### src/rtl/cop_seq_pkg.sv
package cop_seq_pkg;

  typedef enum logic [2:0] {
    PH_NONE  = 3'd0,
    PH_FIRST = 3'd1,
    PH_BUSY  = 3'd2,
    PH_INTR  = 3'd3,
    PH_XFER  = 3'd4,
    PH_DATA  = 3'd5
  } phase_e;

  typedef enum logic [1:0] {
    RSP_DONE = 2'd0,
    RSP_BUSY = 2'd1,
    RSP_CANT = 2'd2,
    RSP_INC  = 2'd3
  } resp_e;

  typedef enum logic [2:0] {
    EXC_NONE  = 3'd0,
    EXC_UNDEF = 3'd1,
    EXC_ABORT = 3'd2,
    EXC_RESET = 3'd3,
    EXC_FIQ   = 3'd4,
    EXC_IRQ   = 3'd5
  } exc_e;

  typedef struct packed {
    logic latch;
    logic step;
    logic capRd;
    logic setExc;
    exc_e excCode;
  } strobe_t;

endpackage

### src/rtl/cop_seq_ctrl.sv
module cop_seq_ctrl
  import cop_seq_pkg::*;
(
  input  logic    clk,
  input  logic    rstN,
  input  logic    start,
  input  logic    cpOk,
  input  logic    memClass,
  input  logic    isRead,
  input  resp_e   resp,
  input  logic    memAbort,
  input  logic    rstReq,
  input  logic    fiqReq,
  input  logic    fiqMask,
  input  logic    irqReq,
  input  logic    irqMask,
  output phase_e  phase,
  output logic    memValid,
  output logic    done,
  output strobe_t strb
);

  typedef enum logic [2:0] {
    S_IDLE, S_FIRST, S_WAIT, S_BUSYQ, S_INTR, S_XFER, S_DATA, S_FIN
  } state_e;

  state_e state, stateNxt;
  logic   intrPend;
  exc_e   intrCode;

  always_comb begin
    intrPend = 1'b1;
    intrCode = EXC_NONE;
    if (rstReq)                  intrCode = EXC_RESET;
    else if (fiqReq && !fiqMask) intrCode = EXC_FIQ;
    else if (irqReq && !irqMask) intrCode = EXC_IRQ;
    else                         intrPend = 1'b0;
  end

  always_comb begin
    stateNxt = state;
    strb     = '0;
    phase    = PH_NONE;
    memValid = 1'b0;
    done     = 1'b0;
    unique case (state)
      S_IDLE: begin
        if (start) begin
          strb.latch = 1'b1;
          if (!cpOk) begin
            strb.setExc  = 1'b1;
            strb.excCode = EXC_UNDEF;
            stateNxt     = S_FIN;
          end else begin
            stateNxt = S_FIRST;
          end
        end
      end
      S_FIRST, S_BUSYQ: begin
        phase = (state == S_FIRST) ? PH_FIRST : PH_BUSY;
        unique case (resp)
          RSP_BUSY: stateNxt = S_WAIT;
          RSP_CANT: begin
            strb.setExc  = 1'b1;
            strb.excCode = EXC_UNDEF;
            stateNxt     = S_FIN;
          end
          default:  stateNxt = memClass ? S_XFER : S_DATA;
        endcase
      end
      S_WAIT: begin
        if (intrPend) begin
          strb.setExc  = 1'b1;
          strb.excCode = intrCode;
          stateNxt     = S_INTR;
        end else begin
          stateNxt = S_BUSYQ;
        end
      end
      S_INTR: begin
        phase    = PH_INTR;
        stateNxt = S_FIN;
      end
      S_XFER: begin
        phase    = PH_XFER;
        stateNxt = S_DATA;
      end
      S_DATA: begin
        phase = PH_DATA;
        if (memClass) begin
          memValid = 1'b1;
          if (memAbort) begin
            strb.setExc  = 1'b1;
            strb.excCode = EXC_ABORT;
            stateNxt     = S_FIN;
          end else if (resp == RSP_INC) begin
            strb.step = 1'b1;
          end else begin
            stateNxt = S_FIN;
          end
        end else begin
          strb.capRd = isRead;
          stateNxt   = S_FIN;
        end
      end
      S_FIN: begin
        done     = 1'b1;
        stateNxt = S_IDLE;
      end
      default: stateNxt = S_IDLE;
    endcase
  end

  always_ff @(posedge clk) begin
    if (!rstN) state <= S_IDLE;
    else       state <= stateNxt;
  end

  AST_ABSENT_UNDEF: assert property (@(posedge clk) disable iff (!rstN)
    (state == S_IDLE && start && !cpOk) |=> done);
  AST_BUSY_IDLE: assert property (@(posedge clk) disable iff (!rstN)
    ((phase == PH_FIRST || phase == PH_BUSY) && resp == RSP_BUSY) |=> (phase == PH_NONE));
  AST_INTR_END: assert property (@(posedge clk) disable iff (!rstN)
    (phase == PH_INTR) |=> (done && !memValid));
  AST_INC_CONT: assert property (@(posedge clk) disable iff (!rstN)
    (memValid && !memAbort && resp == RSP_INC) |=> memValid);
  AST_ABORT_STOP: assert property (@(posedge clk) disable iff (!rstN)
    (memValid && memAbort) |=> (done && !memValid));
  AST_DONE_PULSE: assert property (@(posedge clk) disable iff (!rstN)
    done |=> (!done && phase == PH_NONE));

endmodule

### src/rtl/cop_seq_dpath.sv
module cop_seq_dpath
  import cop_seq_pkg::*;
#(
  parameter int ADDR_W     = 32,
  parameter int DATA_W     = 32,
  parameter int INSTR_W    = 32,
  parameter int WORD_BYTES = 4,
  parameter int WB_BIT     = 21,
  parameter int DIR_BIT    = 20,
  parameter int CLASS_LSB  = 25,
  parameter int CLASS_W    = 3,
  parameter logic [CLASS_W-1:0] MEM_CLASS = 3'b110
) (
  input  logic               clk,
  input  logic               rstN,
  input  strobe_t            strb,
  input  logic [INSTR_W-1:0] instrWord,
  input  logic [ADDR_W-1:0]  baseAddr,
  input  logic [DATA_W-1:0]  copRdData,
  input  logic               done,
  input  logic               lateAbortMode,
  output logic [ADDR_W-1:0]  memAddr,
  output logic [DATA_W-1:0]  rdData,
  output exc_e               excQ,
  output logic               memClass,
  output logic               isRead,
  output logic               wbEn
);

  localparam logic [ADDR_W-1:0] STEP = ADDR_W'(WORD_BYTES);

  logic wbReqQ;

  always_ff @(posedge clk) begin
    if (!rstN) begin
      memAddr  <= '0;
      rdData   <= '0;
      excQ     <= EXC_NONE;
      memClass <= 1'b0;
      isRead   <= 1'b0;
      wbReqQ   <= 1'b0;
    end else if (strb.latch) begin
      memAddr  <= baseAddr;
      rdData   <= '0;
      excQ     <= strb.setExc ? strb.excCode : EXC_NONE;
      memClass <= (instrWord[CLASS_LSB +: CLASS_W] == MEM_CLASS);
      isRead   <= instrWord[DIR_BIT];
      wbReqQ   <= instrWord[WB_BIT];
    end else begin
      if (strb.step)   memAddr <= memAddr + STEP;
      if (strb.capRd)  rdData  <= copRdData;
      if (strb.setExc) excQ    <= strb.excCode;
    end
  end

  assign wbEn = done && memClass && wbReqQ &&
                (excQ == EXC_NONE || (excQ == EXC_ABORT && lateAbortMode));

  AST_WB_OUTCOME: assert property (@(posedge clk) disable iff (!rstN)
    wbEn |-> (excQ == EXC_NONE || excQ == EXC_ABORT));
  AST_RD_ZERO_ABANDON: assert property (@(posedge clk) disable iff (!rstN)
    (done && (excQ == EXC_RESET || excQ == EXC_FIQ || excQ == EXC_IRQ)) |-> (rdData == '0));

endmodule

### src/rtl/cop_seq.sv
module cop_seq
  import cop_seq_pkg::*;
#(
  parameter int ADDR_W  = 32,
  parameter int DATA_W  = 32,
  parameter int INSTR_W = 32,
  parameter int NUM_CP  = 16,
  parameter int CP_LSB  = 8
) (
  input  logic               clk,
  input  logic               rstN,
  input  logic               start,
  input  logic [INSTR_W-1:0] instrWord,
  input  logic [ADDR_W-1:0]  baseAddr,
  input  logic [NUM_CP-1:0]  cpPresent,
  input  logic [1:0]         copResp,
  input  logic [DATA_W-1:0]  copRdData,
  input  logic               rstReq,
  input  logic               fiqReq,
  input  logic               fiqMask,
  input  logic               irqReq,
  input  logic               irqMask,
  input  logic               memAbort,
  input  logic               lateAbortMode,
  output logic [2:0]         copPhase,
  output logic               memValid,
  output logic [ADDR_W-1:0]  memAddr,
  output logic               wbEn,
  output logic               undefReq,
  output logic               abortReq,
  output logic [2:0]         excSel,
  output logic               done,
  output logic [DATA_W-1:0]  rdData
);

  localparam int CP_W = (NUM_CP > 1) ? $clog2(NUM_CP) : 1;

  strobe_t strb;
  phase_e  phase;
  exc_e    excQ;
  logic    memClass, isRead, cpOk;

  assign cpOk = cpPresent[instrWord[CP_LSB +: CP_W]];

  cop_seq_ctrl i_ctrl (
    .clk(clk), .rstN(rstN), .start(start), .cpOk(cpOk),
    .memClass(memClass), .isRead(isRead), .resp(resp_e'(copResp)),
    .memAbort(memAbort), .rstReq(rstReq), .fiqReq(fiqReq), .fiqMask(fiqMask),
    .irqReq(irqReq), .irqMask(irqMask), .phase(phase), .memValid(memValid),
    .done(done), .strb(strb)
  );

  cop_seq_dpath #(.ADDR_W(ADDR_W), .DATA_W(DATA_W), .INSTR_W(INSTR_W)) i_dpath (
    .clk(clk), .rstN(rstN), .strb(strb), .instrWord(instrWord),
    .baseAddr(baseAddr), .copRdData(copRdData), .done(done),
    .lateAbortMode(lateAbortMode), .memAddr(memAddr), .rdData(rdData),
    .excQ(excQ), .memClass(memClass), .isRead(isRead), .wbEn(wbEn)
  );

  assign copPhase = phase;
  assign excSel   = done ? excQ : EXC_NONE;
  assign undefReq = done && (excQ == EXC_UNDEF);
  assign abortReq = done && (excQ == EXC_ABORT);

endmodule

### config.mk
export PLATFORM = sky130hd
export DESIGN_NAME = cop_seq
export DESIGN_NICKNAME = d
export VERILOG_FILES = /design/src/rtl/cop_seq_pkg.sv /design/src/rtl/cop_seq_ctrl.sv /design/src/rtl/cop_seq_dpath.sv /design/src/rtl/cop_seq.sv
export SDC_FILE = /design/constraint.sdc
export NUM_CORES = 1
export LEC_CHECK = 0
export ABC_AREA = 0
export CORE_MARGIN = 4
export CORE_UTILIZATION = 35
export DETAILED_ROUTE_END_ITERATION = 6
export DONT_BUFFER_PORTS = 1
export PLACE_DENSITY = 0.58
export SKIP_CTS_REPAIR_TIMING = 1
export SLEW_MARGIN = 10
export SYNTH_ARGS = -nofsm -noshare
export SYNTH_HDL_FRONTEND = slang
export SYNTH_SLANG_ARGS = --single-unit
### constraint.sdc
create_clock -name clk -period 2.7 [get_ports clk]
set_input_delay 0.54 -clock clk [delete_from_list [all_inputs] [get_ports clk]]
set_output_delay 0.54 -clock clk [all_outputs]
set_load 0.01 [all_outputs]
Word-level counts from Yosys, hierarchy flattened
Cells that the tools add are included.

word-level totals
  memory bits (read-only) = 0
  latch bits = 0
  flip-flop bits (word level) = 73
  logic and storage cells = 85
  memories = 0
  input bits = 124
  RAM bits = 0

operators by class
  order comparisons = 1
  div/mod/pow operators = 0
  add/subtract/negate cells = 1
  mux-type cells = 42
  reductions and logical operators = 18
  bitwise operators = 1
  shifts and indexed selects = 0
  multipliers = 0
  eq/ne operators = 15

operators with widths
  operator                 count
  $mux W32                 2
  $mux W3                  13
  $add A32 B3 Y32 const B  1
  $mux W4                  6
  $pmux W3 S7              1
  $pmux W4 S4              1
  $eq A3 B3 Y1 const B     5
  $mux W1                  13
  $pmux W3 S4              1
  $eq A3 B2 Y1 const B     3
  $logic_and A1 B1 Y1      8
  $eq A3 B1 Y1 const B     2
  $logic_not A3 Y1         2
  $mux W2                  3
  $pmux W3 S2              1
  $lt A4 B5 Y1 const B     1
  $bmux W1 S4              1
  $eq A2 B2 Y1 const B     2
  $ne A4 B4 Y1 const B     1
  $reduce_bool A2 Y1       2
  $reduce_or A2 Y1         2
  $eq A2 B1 Y1 const B     1
  $logic_not A1 Y1         2
  $ne A2 B2 Y1 const B     1
  other kinds (3)          3

Logic depth before layout (Yosys ltp)
Gate-level depths: netlist (run 1).

  word-level depth = 9
  mapped depth = 8
  mapped depth without buffers = 6

Hierarchy
From an unflattened synthesis (run 1), not the netlist that was laid out.

unflattened totals
  cells, all modules = 425
  area, all modules = 3784.9 um2

by module, submodules not included
  module         sequential area each (um2)  area each (um2)  instances  cells an instance
  cop_seq_dpath  1401.3                      3204.3           1          358
  cop_seq_ctrl   60.1                        406.6            1          55
  cop_seq        0.0                         173.9            1          12

Worst setup path before layout (run 1)
Ideal clock, no wire load.

  kind = register to output
  from = register i_ctrl.state[2]
  to = output undefReq
  cell stages (with the launch flop) = 7
  path buffers = 2
  data required time = 2160 ps
  setup slack = 609 ps
  arrival = 1551 ps
  cells stage by stage = dfxtp_1 buf_2 buf_1 nand3_1 inv_1 and2_1 nor3b_1

between the ends
  cells in the longest elaborated chain, start to end = 3

ends and longest elaborated chain
  what                    line                 text
  from (decl)             cop_seq_ctrl.sv:27   state_e state, stateNxt;
  from (signal assigned)  cop_seq_ctrl.sv:116  else state <= stateNxt;
  $eq A3 B3 Y1            cop_seq_ctrl.sv:46   unique case (state)
  $mux W1                 cop_seq_ctrl.sv:46
  via done                cop_seq.sv:32        output logic done,
  $logic_and A1 B1 Y1     cop_seq.sv:62        assign undefReq = done && (excQ == EXC_UNDEF);
  to (decl)               cop_seq.sv:29        output logic undefReq,

The timed path passes the listed nets, and every way through them passes these cells.

Worst setup path in the final report (run 1)
  from = register i_ctrl.state[1]
  to = output undefReq

Same word-level chain as after synthesis.

==> results of run 1 <==
==> logic make-up after synthesis <==
| group | Yosys count | synth area share |
|---|---|---|
| xor+xnor | 28 | 0.06803 |
| fa+ha+maj | 4 | 0.01388 |
| buf+inv | 37 | 0.04026 |
| compound gates | 117 | 0.1774 |
| flops | 73 | 0.4054 |
| simple gates | 181 | 0.2645 |
| mux | 6 | 0.03055 |
==> worst reg2reg max path, delay by kind of cell (launching register included) <==
kind	cells	cell delay, ps
AO/OA/AOI/OAI	1	150
AND/OR/NAND/NOR	4	1080
flip-flops	1	550
buffers and inverters	1	240
==> metal layers <==
| metal | GRT usage | up-vias | part of all wire |
|---|---|---|---|
| met5 | 0 | - | 0 |
| met4 | 0.06946 | 0 | 0.020 |
| met1 | 0.2053 | 1481 | 0.41 |
| li1 | - | 1559 | - |
| met3 | 0.05226 | 11 | 0.089 |
| met2 | 0.2690 | 118 | 0.48 |
==> Yosys cell counts, types with 2 or more instances <==
cell       n
o21ai_1   12
nor2b_1    5
xor2_1    15
inv_1      7
buf_2      5
o21a_1     2
nor3_1     6
a21oi_1   67
nand3_1    9
dfxtp_1   73
clkbuf_1  19
and2_1     6
o211ai_1   3
xnor2_1   13
nand2b_1   5
and4b_1    2
nor4_1     5
and3_1     3
mux2i_1    2
o21ai_0   20
and4_1     5
or3_1      3
nand4_1   18
a211oi_1   2
nand2_1   85
buf_1      5
ha_1       4
mux4_2     4
nor2_1    13
nor3b_1    2
nand4b_2   2
==> flip-flops by register name, indices dropped and copies added, names as in the netlist <==
register	cells
i_dpath.memAddr	32
i_dpath.rdData	32
i_ctrl.state	3
i_dpath.excQ	3
i_dpath.isRead	1
i_dpath.memClass	1
i_dpath.wbReqQ	1
==> power groups by stage <==
| stage | logic (mW) | clock network [mW] | registers, mW |
|---|---|---|---|
| after floorplan | 0.566 | 0 | 1.52 |
| after detailed placement | 0.669 | 0 | 1.62 |
| after global routing | 0.767 | 0.830 | 1.63 |
| final | 0.666 | 0.746 | 1.59 |
| after CTS | 0.671 | 0.783 | 1.59 |
| after global placement | 0.657 | 0 | 1.61 |
==> final timing paths <==
| path | start | slack (ps) | depth (start not counted) | endpoint |
|---|---|---|---|---|
| setup / recovery | i_ctrl.state[1] | 290 | 4 | undefReq |
| hold / removal | copRdData[8] | 320 | 2 | i_dpath.rdData[8] |
| setup reg to reg | i_ctrl.state[1] | 620 | 6 | i_dpath.memAddr[23] |
| hold reg to reg | i_dpath.wbReqQ | 460 | 2 | i_dpath.wbReqQ |
==> cell usage in the layout, fill, tap and decap left out, types with 10 or more instances in the layout <==
master	n
xor2_1	15
nand2_1	84
o21ai_1	12
a21oi_1	67
nor2_1	13
xnor2_1	13
clkbuf_8	10
dfxtp_1	73
o21ai_0	20
nand4_1	18
==> area by class of cell <==
cell class	instances	area share
Multi-Input combinational cell	336	0.5146
Sequential cell	73	0.3759
Tap cell	133	0.04281
Clock buffer	11	0.03637
Timing Repair Buffer	9	0.01738
Inverter	8	0.007724
Clock inverter	4	0.005150
==> stage by stage <==
stage / area, sq um / utilization
after global routing: 3887 / 0.3923
after global placement: 3726 / 0.3760
final: 3887 / 0.3923
after detailed placement: 3726 / 0.3760
after floorplan: 3605 / -
after CTS: 3887 / 0.3923
==> results.ini, run 1 <==
[final_layout]
area_growth_syn_to_layout_pct = 7.845
final.fill_count = 1043
area.sequential_sq_um = 1461
multi_input_comb_area_sq_um = 2001
drive_gt1_frac = 0.08617
antenna_cells = 0
fin_cells = 574
finalNetCount = 565

[sta]
layout_setup_ws_ps = 292.1
setup_violations = 0
grt_setup_unrepaired = no
worstMarginPinSlew_ps = 643.2
worst_clock_skew_ps = 7.937
report.final.hold_viol_count = 0
finalWorstPathRequiredPeriod_ps = 2408
max_freq_ghz = 0.4153
min_period_over_period = 0.8918
timing.hold.ws_ps = 319.9
slew-limit-headroom = 0.5703
finalMaxSlewViolations = 0
final.setup.tns_ps = 0

[floorplan]
die-width_um = 109.5
design.portCount = 199
floorplan.initialDensity = 0.3638
row_count = 36
die_height_um = 109.5
die_area_sq_um = 11990
core_region_area_sq_um = 9910

[cts]
cts.reportedPaths.clkPinSlew_ps = 70
numCtsBuffers = 9
cts-root-to-sink-buffers = 2
clock_root_buffer = clkbuf_8
clock_tree_from_tritoncts = yes
htree_levels = 3
clock_insertion_delay_worst_skew_ps = 350
cts.sinks = 73

[synthesis]
async_flop_share = 0
synth_enable_flop_cells = 0
post_synth_main_area_contributors = dfxtp_1 (41%), a21oi_1 (9.3%), nand2_1 (8.9%)
synth_largest_type_area_fraction = 0.4054
synthesis.instances = 446
synth-seq-cells = 73
mean_instance_size_in_the_synthesized_netlist_sq_um = 8.082
synth_top_flop_cell = dfxtp_1
yosys.area.top_type = dfxtp_1
synth_area_sq_um = 3605
synth.yosys.warnings = 0
synth_nets = 574
sequential_area_share_after_synthesis = 0.4054
count_of_unique_library_cells_instantiated_by_yosys = 55

[power]
swShare = 0.3716
cell_int_power_mw = 1.887
vdd_drop_max_v = 0.0003596
power_mw = 3.004
p_per_area_nw_per_um2 = 772.6
switchingPower_mw = 1.116
leakage_nw = 1.297
pwr-share-comb = 0.222
clock_power_share = 0.248
seq_power_share = 0.530

[placement]
dpl_worst_slack_ps = 647.6
detailed_place_hpwl_mm = 7.607
port_buffers = 0
gp_congestion = 0.8318
dp_cells = 559

[status]
run_status = complete, no violations

[worst_setup_path]
worstPathArrival_ps = 1870
cpMaxStageDelayCell = dfxtp_1
cp.required_ps = 2160
worstPathBufferInverterCount = 1
cp_max_stage_delay_ps = 550
path_class = reg2out
crit_path_cell_trace = nand3_1, inv_1, and2_1, nor3b_1
critPathTopFamily = simple AND/OR/NAND/NOR gates
worst_setup_path_end_kind = output pin
start_kind = flip-flop
critical_path.max_fanout = 12

[drt]
wl_mm = 10.08
drtPass1Iterations = 4
drc = 0
detail_route.wl_per_cell_um = 17.56
route.detailed.vias_per_inst = 5.521
vias = 3169
antenna_violating_nets_left = 0
detail_route.iter0.violations = 209

[global_route]
grt_usage = 0.1667
grt_first_pass_wirelength_mm = 15.53
number_of_antenna_violations_at_the_first_check_in_global_routing = 0
grt_overflow = 0
grt_pass1_vias = 3070
largest_net_degree_at_the_start_of_global_routing = 33

[flow_run]
drv.max_cap_violation_count = 0

[worst_hold_path]
timing.hold.worst.class = in2reg

(Power assumes the default switching activity.)
==> run 2, diff against run 1 <==
--- a/config.mk
+++ b/config.mk
@@ -6,11 +6,11 @@
 export NUM_CORES = 1
 export LEC_CHECK = 0
 export ABC_AREA = 0
+export BUFFER_PORTS_ARGS = -buffer_cell sky130_fd_sc_hd__buf_2
 export CORE_MARGIN = 4
 export CORE_UTILIZATION = 35
 export DETAILED_ROUTE_END_ITERATION = 6
-export DONT_BUFFER_PORTS = 1
-export PLACE_DENSITY = 0.58
+export PLACE_DENSITY = 0.74
 export SKIP_CTS_REPAIR_TIMING = 1
 export SLEW_MARGIN = 10
 export SYNTH_ARGS = -nofsm -noshare
==> run 2 against run 1 <==
Register-to-register slack got worse by 140 ps. Combinational power rose by 42%. Non-clock buffer count grew 172. Cell count is 30% higher. Via count is 21% higher. Hold slack better by 110 ps. Total power increased by 11%. Clock skew about the same. Sequential share of layout area down 7.1 points. Flip-flop and latch count stayed put. Critical path depth is 1 higher. First-iteration DRC count grew 33%. Largest power group unchanged.
==> results.ini, run 2 (synthesized netlist as in run 1, its figures left out) <==
[status]
run_status = complete, no violations

[worst_setup_path]
critical_path.max_fanout = 18  ; +6
worst_setup_path_end_kind = output pin
start_kind = flip-flop
cp.required_ps = 2160  ; about the same
path_class = reg2out
worstPathArrival_ps = 1900  ; +30 ps
rrSetupSlack_ps = 480  ; -140 ps

[sta]
max_freq_ghz = 0.4103  ; -1.2%
setup_violations = 0  ; unchanged
grt_setup_unrepaired = no
finalMaxSlewViolations = 0  ; unchanged
min_period_over_period = 0.9026  ; +0.01079
worstMarginPinSlew_ps = 587.6  ; -55.56 ps
slew-limit-headroom = 0.6077  ; +0.03743
finalWorstPathRequiredPeriod_ps = 2437  ; +29.12 ps
report.final.hold_viol_count = 0  ; unchanged
final.setup.tns_ps = 0  ; unchanged
worst_clock_skew_ps = 8.004  ; +0.06742 ps

[cts]
clock_insertion_delay_worst_skew_ps = 340  ; about the same
htree_levels = 3  ; unchanged
clock_tree_from_tritoncts = yes
numCtsBuffers = 9  ; unchanged
clock_root_buffer = clkbuf_8
cts.reportedPaths.clkPinSlew_ps = 70  ; about the same
cts.sinks = 73  ; unchanged
cts-root-to-sink-buffers = 2  ; unchanged

[placement]
port_buffers = 175  ; +175
detailed_place_hpwl_mm = 8.336  ; +9.6%
gp_congestion = 0.8241  ; -0.93%

[final_layout]
reg_top3 = i_dpath.memAddr x32, i_dpath.rdData x32
area.sequential_sq_um = 1461  ; unchanged
multi_input_comb_area_sq_um = 2001  ; unchanged
final.fill_count = 977  ; -6.3%
finalNetCount = 737  ; +30%
drive_gt1_frac = 0.3420  ; +0.2559
final_common_cell = buf_2
antenna_cells = 0  ; unchanged
area_growth_syn_to_layout_pct = 32.77
layout_common_cells = buf_2 (175), nand2_1 (84), dfxtp_1 (73)

[power]
vdd_drop_max_v = 0.0002566  ; -29%
leakage_nw = 2.091  ; +61%
power_mw = 3.319  ; +11%
p_per_area_nw_per_um2 = 693.6  ; -10%

[drt]
detail_route.iter0.violations = 277  ; +33%
vias = 3831  ; +21%
wl_mm = 10.97  ; +8.8%
drc = 0  ; unchanged
drtPass1Iterations = 4  ; unchanged
detail_route.wl_per_cell_um = 14.68  ; -16%
antenna_violating_nets_left = 0  ; unchanged
route.detailed.vias_per_inst = 5.129  ; -7.1%

[global_route]
grt_overflow = 0  ; unchanged
grt_pass1_vias = 3625  ; +18%
number_of_antenna_violations_at_the_first_check_in_global_routing = 0  ; unchanged
grt_usage = 0.1786  ; +0.01193
largest_net_degree_at_the_start_of_global_routing = 42  ; +27%
grt_first_pass_wirelength_mm = 17.28  ; +11%

[floorplan]
die_area_sq_um = 11990  ; unchanged
die_height_um = 109.5  ; unchanged
floorplan.initialDensity = 0.3638  ; unchanged
core_region_area_sq_um = 9910  ; unchanged
die-width_um = 109.5  ; unchanged
design.portCount = 199  ; unchanged
row_count = 36  ; unchanged

[worst_hold_path]
timing.hold.worst.class = in2reg

[flow_run]
drv.max_cap_violation_count = 0  ; unchanged

-- run 2: per-stage QoR --
stage	worst slack [ps]	instances	utilization	cell area (sq um)	hold slack, ps
global placement	581.4	731	0.4634	4592	438.7
CTS	237.8	747	0.4830	4786	413.2
detailed placement	517.3	731	0.4634	4592	443.4
finish	263.0	747	0.4830	4786	432.7
global route	77.20	747	0.4830	4786	420.4
floorplan	609.1	446	-	3605	436.6
-- run 2: final timing paths --
check                startpoint             endpoint  cells past startpoint
max             i_ctrl.state[2]             undefReq                      5
min               instrWord[20]       i_dpath.isRead                      3
max reg2reg     i_ctrl.state[2]  i_dpath.memAddr[23]                      6
min reg2reg  i_dpath.rdData[18]   i_dpath.rdData[18]                      2
-- run 2: final cells by class --
cell class	count	area share
well taps	133	0.03477
flip-flops and latches	73	0.3054
inverters	8	0.006275
multi-input cells	336	0.4180
clock buffers	15	0.03895
repair buffers	181	0.1950
clock inverters	1	0.001569
-- run 2: layer usage --
| metal | GRT usage | vias up | part of all wire |
|---|---|---|---|
| met4 | 0.07035 | 0 | 0.022 |
| met3 | 0.03464 | 18 | 0.056 |
| met2 | 0.3095 | 123 | 0.51 |
| met5 | 0 | - | 0 |
| li1 | - | 1906 | - |
| met1 | 0.2172 | 1784 | 0.41 |
-- run 2: critical path, cell delays in order (launching register included) --
cell	delay, ps
dfxtp_1	700
nand3_1	250
inv_1	140
and2_1	140
nor3b_1	170
buf_2	160
-- run 2: report_power, final --
group          switching (mW)  internal [mW]  total, mW
Sequential              0.283           1.26       1.54
Combinational           0.516          0.430      0.946
Clock                   0.395          0.436      0.831
==> run 3, diff against run 2 <==
--- a/config.mk
+++ b/config.mk
@@ -9,6 +9,7 @@
 export BUFFER_PORTS_ARGS = -buffer_cell sky130_fd_sc_hd__buf_2
 export CORE_MARGIN = 4
 export CORE_UTILIZATION = 35
+export CTS_BUF_LIST = sky130_fd_sc_hd__clkbuf_16
 export DETAILED_ROUTE_END_ITERATION = 6
 export PLACE_DENSITY = 0.74
 export SKIP_CTS_REPAIR_TIMING = 1
==> constraint.sdc (replaced) <==
create_clock -name clk -period 2.4 [get_ports clk]
set_input_delay 0.48 -clock clk [delete_from_list [all_inputs] [get_ports clk]]
set_output_delay 0.48 -clock clk [all_outputs]
set_load 0.01 [all_outputs]
==> run 3 against run 2 <==
Flip-flop and latch count unchanged. Combinational power up 18%. Largest power group unchanged. Critical endpoint unchanged. Clock power grew 82%. First-iteration DRC count down 16%.
==> results.ini, run 3 (synthesized netlist as in run 1, its figures left out) <==
[floorplan]
die_area_sq_um = 11990  ; unchanged
row_count = 36  ; unchanged
core_region_area_sq_um = 9910  ; unchanged
floorplan.initialDensity = 0.3638  ; unchanged
design.portCount = 199  ; unchanged
die-width_um = 109.5  ; unchanged
die_height_um = 109.5  ; unchanged

[drt]
route.detailed.vias_per_inst = 5.157  ; +0.55%
antenna_violating_nets_left = 0  ; unchanged
vias = 3878  ; +1.2%
wl_mm = 10.96  ; about the same
drtPass1Iterations = 4  ; unchanged
detail_route.iter0.violations = 232  ; -16%
detail_route.wl_per_cell_um = 14.57  ; -0.75%
drc = 0  ; unchanged

[global_route]
grt_overflow = 0  ; unchanged
number_of_antenna_violations_at_the_first_check_in_global_routing = 0  ; unchanged
use_met1 = 0.2309  ; +0.01369
grt_most_used_layer = met2
largest_net_degree_at_the_start_of_global_routing = 61  ; +45%
grt_usage = 0.1872  ; +0.008617
grt_pass1_vias = 3797  ; +4.7%
globalRouteMet3Util = 0.02877  ; -0.005872
grt_first_pass_wirelength_mm = 17.93  ; +3.8%
use_met2 = 0.3160  ; +0.006539

[final_layout]
drive_gt1_frac = 0.3506  ; +0.008546
finalNetCount = 743  ; +0.81%
fin_cells = 752  ; +0.67%
antenna_cells = 0  ; unchanged
reg_top3 = i_dpath.memAddr x32, i_dpath.rdData x32
final.fill_count = 970  ; -0.72%
layout_common_cells = buf_2 (175), nand2_1 (84), dfxtp_1 (72)
final_common_cell = buf_2
area_growth_syn_to_layout_pct = 37.90

[sta]
final.setup.tns_ps = 0  ; unchanged
min_period_over_period = 0.9051
worstMarginPinSlew_ps = 432.6  ; -155.0 ps
finalMaxSlewViolations = 0  ; unchanged
layout_setup_ws_ps = 227.8  ; -35.22 ps
grt_setup_unrepaired = no
finalWorstPathRequiredPeriod_ps = 2172
report.final.hold_viol_count = 0  ; unchanged
max_freq_ghz = 0.4604
slew-limit-headroom = 0.7078  ; +0.1001
setup_violations = 0  ; unchanged
worst_clock_skew_ps = 6.838  ; -1.166 ps

[worst_setup_path]
cp_max_stage_delay_ps = 550  ; -150 ps
path_class = reg2out
start_kind = flip-flop
critPathTopFamily = flip-flops
rrSetupSlack_ps = 440  ; -40 ps
crit_path_cell_trace = nand3_1, inv_1, and2_1, nor3b_1, buf_2
worstPathArrival_ps = 1690  ; -210 ps
cpMaxStageDelayCell = dfxtp_1
worst_setup_path_end_kind = output pin
crit-reg2reg-capture = i_dpath.memAddr[25]
worstPathBufferInverterCount = 2  ; unchanged
cp.required_ps = 1920  ; -240 ps
critical_path.max_fanout = 12  ; -6
r2r_start = i_ctrl.state[1]
worst-r2r-cell-count = 6  ; unchanged

[worst_hold_path]
hold_path_end = i_dpath.rdData[25]
hold-path-cell-count = 3  ; unchanged
timing.hold.worst.class = in2reg
min_from = copRdData[25]

[flow_run]
drv.max_cap_violation_count = 0  ; unchanged

[status]
run_status = complete, no violations

[cts]
cts.sinks = 73  ; unchanged
clock_root_buffer = clkbuf_16
numCtsBuffers = 9  ; unchanged
clock_insertion_delay_worst_skew_ps = 330  ; about the same
htree_levels = 3  ; unchanged
cts.reportedPaths.clkPinSlew_ps = 60  ; about the same
clock_tree_from_tritoncts = yes
cts-root-to-sink-buffers = 2  ; unchanged

[placement]
gp_congestion = 0.8323  ; +1.0%
port_buffers = 175  ; unchanged
detailed_place_hpwl_mm = 8.411  ; +0.90%
dp_cells = 737  ; +0.82%
dpl_worst_slack_ps = 409.2  ; -108.1 ps

[power]
leakage_nw = 2.190  ; +4.7%
p_per_area_nw_per_um2 = 868.9  ; +25%
vdd_drop_max_v = 0.0003345  ; +30%

run 3: changes by cell type in the layout (fill, tap and decap cells not counted), sizes merged:
cell      delta
clkbuf       -6
bufinv       +3
clkinv       +3
clkinvlp     -1
buf          +6
run 3: per-stage QoR:
step | power (mW) | util | instance area (sq um) | hold WS (ps)
6_report | 4.319 | 0.5016 | 4971 | 383.7
5_1_grt | 4.586 | 0.5016 | 4971 | 374.4
4_1_cts | 4.352 | 0.5015 | 4970 | 373.8
3_5_place_dp | 2.834 | 0.4679 | 4637 | 444.1
3_3_place_gp | 2.791 | 0.4679 | 4637 | 439.1
2_1_floorplan | 2.348 | - | 3605 | 436.6
run 3: layout make-up:
type / count / area, sq um / area share
repair buffers: 187 / 978.4 / 0.1968
well taps: 133 / 166.4 / 0.03348
clock buffers: 9 / 225.2 / 0.04531
multi-input cells: 336 / 2001 / 0.4025
inverters: 8 / 30.03 / 0.006041
flip-flops and latches: 73 / 1463 / 0.2942
clock inverters: 6 / 107.6 / 0.02165
run 3: worst min-delay path, cell delays in order:
cell and delay, ps:
buf_2 100, nand2_1 40, a21oi_1 50
run 3: worst max-delay path by stage:
stage / startpoint / end / slack (ps) / depth (start not counted)
2_1_floorplan: i_ctrl.state[2] / undefReq / 370 / 6
3_3_place_gp: copResp[0] / i_dpath.memAddr[25] / 460 / 7
3_5_place_dp: copResp[0] / i_dpath.memAddr[25] / 410 / 7
4_1_cts: i_ctrl.state[0] / undefReq / 130 / 5
5_1_grt: i_ctrl.state[1] / undefReq / 20 / 5
6_report: i_ctrl.state[1] / undefReq / 230 / 5
run 3: report_power, final:
part / internal [mW] / leakage [nW] / switching (mW)
logic: 0.499 / 1.43 / 0.619
clock network: 1.01 / 0.163 / 0.502
registers: 1.42 / 0.595 / 0.275
run 3: routing by layer:
layer	up-vias	wire (um)
met1	1803	4436
met5	-	0
met2	126	5581
met3	27	587
met4	0	352
li1	1922	-
